File: src/rtl/tmr_pkg.sv
package tmr_pkg;
  localparam logic [1:0] ADR_CTRL = 2'd0;
  localparam logic [1:0] ADR_STAT = 2'd1;
  localparam logic [1:0] ADR_LOAD = 2'd2;
  localparam logic [1:0] ADR_CMP  = 2'd3;

  localparam int B_RUN  = 0;
  localparam int B_LDEN = 1;
  localparam int B_IE   = 2;
  localparam int B_RLD  = 3;
  localparam int DIV_LSB = 4;
  localparam int SEL_LSB = 24;
  localparam int SEL_W   = 2;
endpackage

File: src/rtl/tmr_presc.sv
module tmr_presc #(
  parameter int DIV_W = 12
) (
  input  logic             clk,
  input  logic             rst,
  input  logic             active,
  input  logic             src_hit,
  input  logic [DIV_W-1:0] div,
  output logic             tick
);
  logic [DIV_W-1:0] pre_q;

  assign tick = active && src_hit && (pre_q >= div);

  always_ff @(posedge clk) begin
    if (rst || !active) pre_q <= '0;
    else if (src_hit)   pre_q <= tick ? '0 : pre_q + 1'b1;
  end

  AST_PRE_IDLE_ZERO: assert property (@(posedge clk) disable iff (rst)
    !active |=> (pre_q == '0));
  AST_PRE_HOLD: assert property (@(posedge clk) disable iff (rst)
    (active && !src_hit) |=> $stable(pre_q));
endmodule

File: src/rtl/tmr_count.sv
module tmr_count #(
  parameter int CNT_W = 32
) (
  input  logic             clk,
  input  logic             rst,
  input  logic             tick,
  input  logic             reload,
  input  logic             ld_req,
  input  logic [CNT_W-1:0] ld_val,
  input  logic [CNT_W-1:0] load_q,
  input  logic [CNT_W-1:0] cmp_q,
  output logic             evt
);
  logic [CNT_W-1:0] cnt_q;
  logic             at_zero;

  assign at_zero = (cnt_q == '0);
  assign evt     = tick && !ld_req && (cnt_q == cmp_q);

  always_ff @(posedge clk) begin
    if (rst)         cnt_q <= '0;
    else if (ld_req) cnt_q <= ld_val;
    else if (tick) begin
      if (!at_zero)    cnt_q <= cnt_q - 1'b1;
      else if (reload) cnt_q <= load_q;
      else             cnt_q <= '1;
    end
  end

  AST_HOLD_NO_TICK: assert property (@(posedge clk) disable iff (rst)
    (!tick && !ld_req) |=> $stable(cnt_q));
  AST_DECREMENT: assert property (@(posedge clk) disable iff (rst)
    (tick && !ld_req && !at_zero) |=> (cnt_q == $past(cnt_q) - 1'b1));
  AST_RESTART: assert property (@(posedge clk) disable iff (rst)
    (tick && !ld_req && at_zero && reload) |=> (cnt_q == $past(load_q)));
  AST_WRAP: assert property (@(posedge clk) disable iff (rst)
    (tick && !ld_req && at_zero && !reload) |=> (cnt_q == '1));
  AST_LOAD_NOW: assert property (@(posedge clk) disable iff (rst)
    ld_req |=> (cnt_q == $past(ld_val)));
endmodule

File: src/rtl/tmr_regs.sv
module tmr_regs
  import tmr_pkg::*;
#(
  parameter int DATA_W = 32,
  parameter int CNT_W  = 32
) (
  input  logic              clk,
  input  logic              rst,
  input  logic              bus_wr,
  input  logic              bus_rd,
  input  logic [1:0]        bus_addr,
  input  logic [DATA_W-1:0] bus_wdata,
  input  logic              evt,
  output logic [DATA_W-1:0] ctrl_q,
  output logic [CNT_W-1:0]  load_q,
  output logic [CNT_W-1:0]  cmp_q,
  output logic              flag_q,
  output logic [DATA_W-1:0] rdata_q,
  output logic              ld_req,
  output logic [CNT_W-1:0]  ld_val
);
  logic wr_ctrl, wr_stat, wr_load, wr_cmp, en_rise, ld_now, clr_req;
  logic [DATA_W-1:0] rd_v;

  assign wr_ctrl = bus_wr && (bus_addr == ADR_CTRL);
  assign wr_stat = bus_wr && (bus_addr == ADR_STAT);
  assign wr_load = bus_wr && (bus_addr == ADR_LOAD);
  assign wr_cmp  = bus_wr && (bus_addr == ADR_CMP);
  assign clr_req = wr_stat && bus_wdata[0];

  assign en_rise = wr_ctrl && bus_wdata[B_RUN] && !ctrl_q[B_RUN] && bus_wdata[B_LDEN];
  assign ld_now  = wr_load && ctrl_q[B_RLD];
  assign ld_req  = en_rise || ld_now;
  assign ld_val  = ld_now ? bus_wdata[CNT_W-1:0] : load_q;

  always_comb begin
    rd_v = '0;
    unique case (bus_addr)
      ADR_CTRL: rd_v = ctrl_q;
      ADR_STAT: rd_v[0] = flag_q;
      ADR_LOAD: rd_v[CNT_W-1:0] = load_q;
      default:  rd_v[CNT_W-1:0] = cmp_q;
    endcase
  end

  always_ff @(posedge clk) begin
    if (rst) begin
      ctrl_q  <= '0;
      load_q  <= '0;
      cmp_q   <= '0;
      flag_q  <= 1'b0;
      rdata_q <= '0;
    end else begin
      if (wr_ctrl) ctrl_q <= bus_wdata;
      if (wr_load) load_q <= bus_wdata[CNT_W-1:0];
      if (wr_cmp)  cmp_q  <= bus_wdata[CNT_W-1:0];
      if (evt)          flag_q <= 1'b1;
      else if (clr_req) flag_q <= 1'b0;
      if (bus_rd) rdata_q <= rd_v;
    end
  end

  AST_W1C: assert property (@(posedge clk) disable iff (rst)
    (clr_req && !evt) |=> !flag_q);
  AST_ZERO_NOP: assert property (@(posedge clk) disable iff (rst)
    (wr_stat && !bus_wdata[0] && flag_q) |=> flag_q);
  AST_SET_WINS: assert property (@(posedge clk) disable iff (rst)
    evt |=> flag_q);
  AST_RDATA_HOLD: assert property (@(posedge clk) disable iff (rst)
    !bus_rd |=> $stable(rdata_q));
endmodule

File: src/rtl/irq_down_timer.sv
module irq_down_timer
  import tmr_pkg::*;
#(
  parameter int DATA_W = 32,
  parameter int CNT_W  = 32,
  parameter int DIV_W  = 12
) (
  input  logic              clk,
  input  logic              rst,
  input  logic              bus_wr,
  input  logic              bus_rd,
  input  logic [1:0]        bus_addr,
  input  logic [DATA_W-1:0] bus_wdata,
  output logic [DATA_W-1:0] bus_rdata,
  input  logic [2:0]        src_tick,
  output logic              irq
);
  localparam int N_SRC = (1 << SEL_W) - 1;

  logic [DATA_W-1:0] ctrl_q;
  logic [CNT_W-1:0]  load_q, cmp_q, ld_val;
  logic              flag_q, ld_req, evt, tick, active, src_hit;
  logic [SEL_W-1:0]  sel;

  assign sel    = ctrl_q[SEL_LSB +: SEL_W];
  assign active = ctrl_q[B_RUN] && (sel != '0);

  always_comb begin
    src_hit = 1'b0;
    for (int i = 0; i < N_SRC; i++)
      if (sel == SEL_W'(i + 1)) src_hit = src_tick[i];
  end

  tmr_regs #(.DATA_W(DATA_W), .CNT_W(CNT_W)) u_regs (
    .clk(clk), .rst(rst), .bus_wr(bus_wr), .bus_rd(bus_rd),
    .bus_addr(bus_addr), .bus_wdata(bus_wdata), .evt(evt),
    .ctrl_q(ctrl_q), .load_q(load_q), .cmp_q(cmp_q), .flag_q(flag_q),
    .rdata_q(bus_rdata), .ld_req(ld_req), .ld_val(ld_val)
  );

  tmr_presc #(.DIV_W(DIV_W)) u_presc (
    .clk(clk), .rst(rst), .active(active), .src_hit(src_hit),
    .div(ctrl_q[DIV_LSB +: DIV_W]), .tick(tick)
  );

  tmr_count #(.CNT_W(CNT_W)) u_count (
    .clk(clk), .rst(rst), .tick(tick), .reload(ctrl_q[B_RLD]),
    .ld_req(ld_req), .ld_val(ld_val), .load_q(load_q), .cmp_q(cmp_q),
    .evt(evt)
  );

  assign irq = flag_q && ctrl_q[B_IE];

  AST_SEL_OFF_NO_TICK: assert property (@(posedge clk) disable iff (rst)
    (sel == '0) |-> !tick);
  AST_IRQ_NEEDS_IE: assert property (@(posedge clk) disable iff (rst)
    (evt && ctrl_q[B_IE] && !(bus_wr && bus_addr == ADR_CTRL)) |=> irq);
endmodule

File: config.mk
export PLATFORM = sky130hd
export DESIGN_NAME = irq_down_timer
export DESIGN_NICKNAME = d
export VERILOG_FILES = /design/src/rtl/tmr_pkg.sv /design/src/rtl/tmr_presc.sv /design/src/rtl/tmr_count.sv /design/src/rtl/tmr_regs.sv /design/src/rtl/irq_down_timer.sv
export SDC_FILE = /design/constraint.sdc
export NUM_CORES = 1
export LEC_CHECK = 0
export BUFFER_PORTS_ARGS = -buffer_cell sky130_fd_sc_hd__buf_4
export CAP_MARGIN = 20
export CORE_MARGIN = 2
export CORE_UTILIZATION = 36
export DETAILED_ROUTE_END_ITERATION = 8
export PLACE_DENSITY = 0.63
export SETUP_SLACK_MARGIN = 0.1
export SLEW_MARGIN = 20
export SYNTH_ARGS = -nofsm -noshare
export SYNTH_HDL_FRONTEND = slang
export SYNTH_HIERARCHICAL = 1
export SYNTH_SLANG_ARGS = --single-unit
File: constraint.sdc
create_clock -name clk -period 7.25 [get_ports clk]
set_clock_uncertainty 0.15 [all_clocks]
set_input_delay 0.3625 -clock clk [delete_from_list [all_inputs] [get_ports clk]]
set_output_delay 0.3625 -clock clk [all_outputs]
set_load 0.01 [all_outputs]
After elaboration in Yosys (flattened, before gate mapping) --
Cells that the tools add are included. Widths: inputs -> output; s select.
Storage, ports and cells: register bits after elaboration 173, bits of input ports 41, output and inout bits 33, logic and storage cells 55
Operators by class: $add $sub $neg 2, $lt $le $gt $ge 1, eq/ne operators 7, mux-type cells 13, reduce and logical (&&, ||, !) cells 25
Operators with widths (number):
- $mux 32 | 5
- $pmux 31 s3 | 1
- $eq 32x32->1 | 1
- $logic_not 32->1 | 1
- $sub 32x1->32 const B | 1
- $logic_and 1x1->1 | 15
- $add 12x1->12 const B | 1
- $ge 12x12->1 | 1
- $mux 12 | 1
- $eq 2x2->1 const B | 4
- $reduce_bool 2->1 | 3
- $mux 1 | 5
- $eq 2x1->1 const B | 2
- $logic_not 1->1 | 3
- $pmux 1 s3 | 1
- $logic_not 2->1 | 1
- $logic_or 1x1->1 | 2

Logic depth before layout (Yosys ltp) --
word-level depth 10, depth in mapped cells 14, mapped depth without buffers 13

Cells and area by module --
The synthesis kept the hierarchy.
Modules (own cells, without submodules):
- tmr_regs | times used 1, cells each 681, area an instance 5744.3 um2, seq. area each 2582.5 um2
- tmr_count | times used 1, cells each 386, area an instance 2995.4 um2, seq. area each 640.6 um2
- tmr_presc | times used 1, cells each 115, area an instance 918.4 um2, seq. area each 240.2 um2
- irq_down_timer | times used 1, cells each 5, area an instance 37.5 um2, seq. area each 0.0 um2

Least setup slack after synthesis --
Ideal clock, no wire load.
path type register -> register, start register u_regs.ctrl_q[13], end register u_count.cnt_q[0], library setup time 0.092 ns, arrival 2.598 ns, data required time 7.008 ns, setup slack 4.409 ns, cell stages (with the launch flop) 13, path buffers 4, clock period less this slack 2.841 ns, path through dfxtp_1 -> inv_1 -> ha_1 -> nand4_1 -> o221ai_2 -> buf_2 -> o211a_1 -> clkbuf_1 -> nand2b_1 -> or2_2 -> clkbuf_1 -> clkbuf_1 -> o32ai_1
On the way: cells in the longest elaborated chain, start to end 3
Ends and longest elaborated chain:
- from (decl) | RTL line tmr_regs.sv:14 | output logic [DATA_W-1:0] ctrl_q,
- from (signal assigned) | RTL line tmr_regs.sv:54 | if (wr_ctrl) ctrl_q <= bus_wdata;
- $ge 12x12->1 | RTL line tmr_presc.sv:13 | assign tick = active && src_hit && (pre_q >= div);
- $logic_and 1x1->1 | RTL line tmr_presc.sv:13
- net tick | RTL line irq_down_timer.sv:22 | logic flag_q, ld_req, evt, tick, active, src_hit;
- $reduce_bool 2->1 (no line)
- to (signal assigned) | RTL line tmr_count.sv:22 | else if (ld_req) cnt_q <= ld_val;
- to (signal assigned) | RTL line tmr_count.sv:24 | if (!at_zero) cnt_q <= cnt_q - 1'b1;
- to (signal assigned) | RTL line tmr_count.sv:25 | else if (reload) cnt_q <= load_q;
- to (decl) | RTL line tmr_count.sv:14 | logic [CNT_W-1:0] cnt_q;
The timed path passes the listed nets, and every way through them passes these cells. A chain may end at the register's enable or synchronous reset.

Worst setup path after layout --
start register u_regs.ctrl_q[13], end register u_count.cnt_q[5]
Same word-level chain as after synthesis.

==> summary.log <==
INFO  run_status     status=finished clean
INFO  grt            grt-ovfl-total=0
INFO  worst_setup_path critPathArrivalTime=3.60ns
INFO  worst_setup_path r2r-start=u_regs/ctrl_q[13]$_SDFFE_PP0P_
INFO  power_and_ir_drop p_sw=609uW
INFO  worst_setup_path r2r_end=u_count/cnt_q[5]$_SDFFE_PP0P_
INFO  worst_setup_path setup.worst_path.start_class=flop
INFO  sta            max_freq=291MHz
INFO  flow_run       max-cap-violations=0
INFO  clock_network  cts-root-buf=sky130_fd_sc_hd__clkbuf_16
INFO  die            fp.dieW=168microns
INFO  synthesis      synth-main-ff-cell=sky130_fd_sc_hd__dfxtp_1
INFO  synthesis      synth_warnings=6
INFO  drt            dr_total_vias=8721
INFO  die            row_count=60
INFO  final_layout   ant_cells=0
INFO  drt            via_per_inst=5.64
INFO  synthesis      asyncSetResetFlopFracSynth=0
INFO  drt            routed_wirelength=28800microns
INFO  synthesis      synth.yosys.seq_area_share=0.357
INFO  power_and_ir_drop leakage=4.18nW
INFO  sta            relSlewSlack=0.375
INFO  die            die_y=168microns
INFO  clock_network  cts_made_buffers=17
INFO  grt            grt_first_pass_wirelength=45300microns
INFO  synthesis      postSynthCellCount=1187
INFO  worst_setup_path crit_family=compound AO/OA/AOI/OAI gates
INFO  place          port-buffer-count=73
INFO  sta            timing_worst_slew_pin_value=0.929ns
INFO  worst_setup_path crit_path_top_delay_cell=sky130_fd_sc_hd__or2_2
INFO  die            core_area=26700squm
INFO  clock_network  h-tree-depth=4
INFO  grt            grt_antenna_before_repair=0
INFO  place          dpl-instance-area=10300squm
INFO  sta            final.period_utilization=0.473
INFO  power_and_ir_drop peakVddDrop=0.157mV
INFO  drt            wl_per_cell=18.6microns
INFO  final_layout   fill_cells=2715
INFO  worst_setup_path slowest_delay=0.54ns
INFO  synthesis      syn_nets=1243
INFO  synthesis      post_synth_edffs=0
INFO  final_layout   drive_above_1_share=0.148
INFO  final_layout   layout_commonest_cell=sky130_fd_sc_hd__nand2_1
INFO  clock_network  clock_sinks=173
INFO  clock_network  post_cts_buffers=0
INFO  synthesis      syn_area_per_cell=8.17squm
INFO  worst_setup_path crit_type=flop to flop
INFO  place          gp_congestion=0.919
INFO  sta            period_needed=3.43ns
INFO  sta            setup_slack=3.82ns
INFO  die            design.portCount=74
INFO  clock_network  tritoncts=built
INFO  power_and_ir_drop cell_internal_pwr=1.61mW
INFO  final_layout   multiInputGateArea=5650squm
INFO  clock_network  post_cts_resized=0
INFO  worst_setup_path regToRegSetupSlack=3.82ns
INFO  die            fp.dieArea=28300squm
INFO  final_layout   stdcell_area=10900squm
INFO  clock_network  cts-root-to-sink-buffers=2
INFO  place          dp_slack=3.87ns
INFO  die            starting_utilization_of_the_core_area=0.363
INFO  hold_path      timing.hold.worst_endpoint=u_regs/load_q[17]$_SDFFE_PP0P_
INFO  place          post-dp-hpwl=19000microns
INFO  worst_setup_path critical_path_buf_inv_count=2
INFO  synthesis      syn-cell-area=9700squm
INFO  power_and_ir_drop power_density=203nW/um^2
INFO  power_and_ir_drop pwr-share-comb=0.123
INFO  grt            grt_start_max_net_pins=72
INFO  drt            drt_first_iter_violations=745
INFO  worst_setup_path cp-end-kind=flop
INFO  worst_setup_path worstPathCellList=inv_1 -> ha_1 -> nand4_1 -> o221ai_2 -> o211a_1 -> buf_4 -> nand2b_1 -> or2_2 -> o32ai_1
INFO  final_layout   mostFrequentLayoutCells=213 x sky130_fd_sc_hd__nand2_1, 173 x sky130_fd_sc_hd__dfxtp_1, 142 x sky130_fd_sc_hd__a21oi_1
INFO  power_and_ir_drop power.clock.fraction=0.424
INFO  clock_network  ctsHoldBuffers=0
INFO  sta            finalMaxSlewViolations=0
INFO  sta            tns=0ns
INFO  hold_path      hp-class=primary input to flop
INFO  worst_setup_path timing.reg2reg.worst_path_depth=9
INFO  hold_path      hold_path_depth=3
INFO  clock_network  worst_skew_pair.late_latency=0.43ns
INFO  sta            report.final.hold_viol_count=0
INFO  worst_setup_path path_max_fanout=34
INFO  grt            global_route.usage.total=0.201
INFO  sta            setup_viol=0
INFO  power_and_ir_drop switching_share=0.275
INFO  worst_setup_path worst-endpoint-required=7.42ns
INFO  clock_network  clkSlewWorstSetupHoldPaths=0.07ns
INFO  drt            detail_route.drc_violations=0
INFO  drt            drt.antenna.violating_nets=0
INFO  sta            worst_hold_slack=0.0501ns
INFO  final_layout   layout.area.seq=3460squm
INFO  final_layout   finish.net_count=1248
INFO  power_and_ir_drop sequentialPowerShare=0.453
INFO  synthesis      synthesized_flop_and_latch_total=173
INFO  drt            detailedRoute.firstPassIterationCount=5
INFO  sta            grt_setup_unrepaired=no
INFO  grt            via_count_of_the_first_global_routing_pass=8083
INFO  final_layout   synthToLayoutAreaGrowth=12.5%
INFO  synthesis      synth.distinct_cells=66
INFO  hold_path      hp-start=bus_wdata[17]
## cell type report
| cell class | instances | share of cell area |
|---|---|---|
| timing repair buffer | 88 | 0.0606 |
| inverter | 28 | 0.00964 |
| sequential | 173 | 0.318 |
| clock buffer | 18 | 0.0403 |
| tap | 341 | 0.0391 |
| clock inverter | 14 | 0.0145 |
| multi-input combinational | 884 | 0.518 |
## metal layers
layer  share of wire  global-route usage  vias to the layer above
met5               0                   0                        -
met4           0.019              0.0622                        0
met3           0.043              0.0301                       38
met2            0.48               0.326                      231
met1            0.46               0.276                     4257
li1                -                   -                     4195
## power groups by stage
stage               Sequential, mW  Clock (mW)  Combinational [mW]
floorplan                     1.02           0               0.182
global placement              1.03           0               0.269
detailed placement            1.03           0               0.270
CTS                           1.01       0.956               0.271
global route                  1.01       0.990               0.295
finish                        1.01       0.940               0.273
## logic make-up after synthesis
kind of cell,count (synthesis),share of synthesized area
and+or+nand+nor,503,0.260
xor gates and xnor gates,55,0.0497
adders and majority gates,15,0.0194
AOI/OAI and AO/OA,242,0.165
muxes,69,0.0883
buffers and inverters,130,0.0609
DFF,173,0.357
## sequential cells by signal, indices dropped and copies added (netlist names)
name,flops
u_count/cnt_q,32
u_regs/cmp_q,32
u_regs/ctrl_q,32
u_regs/load_q,32
u_regs/rdata_q,32
u_presc/pre_q,12
u_regs/flag_q,1
## worst reg2reg max path, stage by stage (launching register included)
cell and delay [ns]:
sky130_fd_sc_hd__dfxtp_1 0.35, sky130_fd_sc_hd__inv_1 0.05, sky130_fd_sc_hd__ha_1 0.31, sky130_fd_sc_hd__nand4_1 0.17, sky130_fd_sc_hd__o221ai_2 0.43, sky130_fd_sc_hd__o211a_1 0.24
sky130_fd_sc_hd__buf_4 0.40, sky130_fd_sc_hd__nand2b_1 0.29, sky130_fd_sc_hd__or2_2 0.55, sky130_fd_sc_hd__o32ai_1 0.39
## cell usage after synthesis, drive strengths merged, types with 5 or more instances
cell | number | area (sq um)
nor4 | 16 | 121
clkbuf | 57 | 214
a21oi | 143 | 719
or3 | 9 | 56.3
o211a | 33 | 330
nand3b | 5 | 37.5
o21ai | 9 | 45.0
xnor2 | 45 | 394
o31ai | 6 | 45.0
nor3b | 41 | 338
and3 | 5 | 31.3
xor2 | 10 | 87.6
buf | 45 | 272
nor2 | 64 | 240
nand2 | 214 | 811
nor3 | 52 | 260
nand4 | 16 | 100
inv | 28 | 105
nor4b | 5 | 50.0
o32ai | 21 | 191
ha | 15 | 188
nand2b | 6 | 37.5
nand3 | 42 | 210
mux2 | 32 | 473
mux2i | 36 | 360
a211oi | 9 | 77.6
dfxtp | 173 | 3460
or4 | 8 | 71.3
## metrics by stage
step | instances | utilization | power (mW)
2_1_floorplan | 1187 | - | 1.20
3_3_place_gp | 1514 | 0.386 | 1.30
3_5_place_dp | 1514 | 0.386 | 1.30
4_1_cts | 1546 | 0.408 | 2.23
5_1_grt | 1546 | 0.408 | 2.29
6_report | 1546 | 0.408 | 2.22
## how the worst max path moves through the flow
stage | startpoint | endpoint | depth (start not counted)
floorplan | u_regs/ctrl_q[13]$_SDFFE_PP0P_ | u_count/cnt_q[0]$_SDFFE_PP0P_ | 12
global placement | u_regs/ctrl_q[13]$_SDFFE_PP0P_ | u_count/cnt_q[30]$_SDFFE_PP0P_ | 10
detailed placement | u_regs/ctrl_q[13]$_SDFFE_PP0P_ | u_count/cnt_q[10]$_SDFFE_PP0P_ | 9
CTS | u_regs/ctrl_q[13]$_SDFFE_PP0P_ | u_count/cnt_q[5]$_SDFFE_PP0P_ | 9
global route | u_count/cnt_q[12]$_SDFFE_PP0P_ | u_count/cnt_q[14]$_SDFFE_PP0P_ | 6
finish | u_regs/ctrl_q[13]$_SDFFE_PP0P_ | u_count/cnt_q[5]$_SDFFE_PP0P_ | 9
Note: power is estimated with default switching activity, not from simulation.
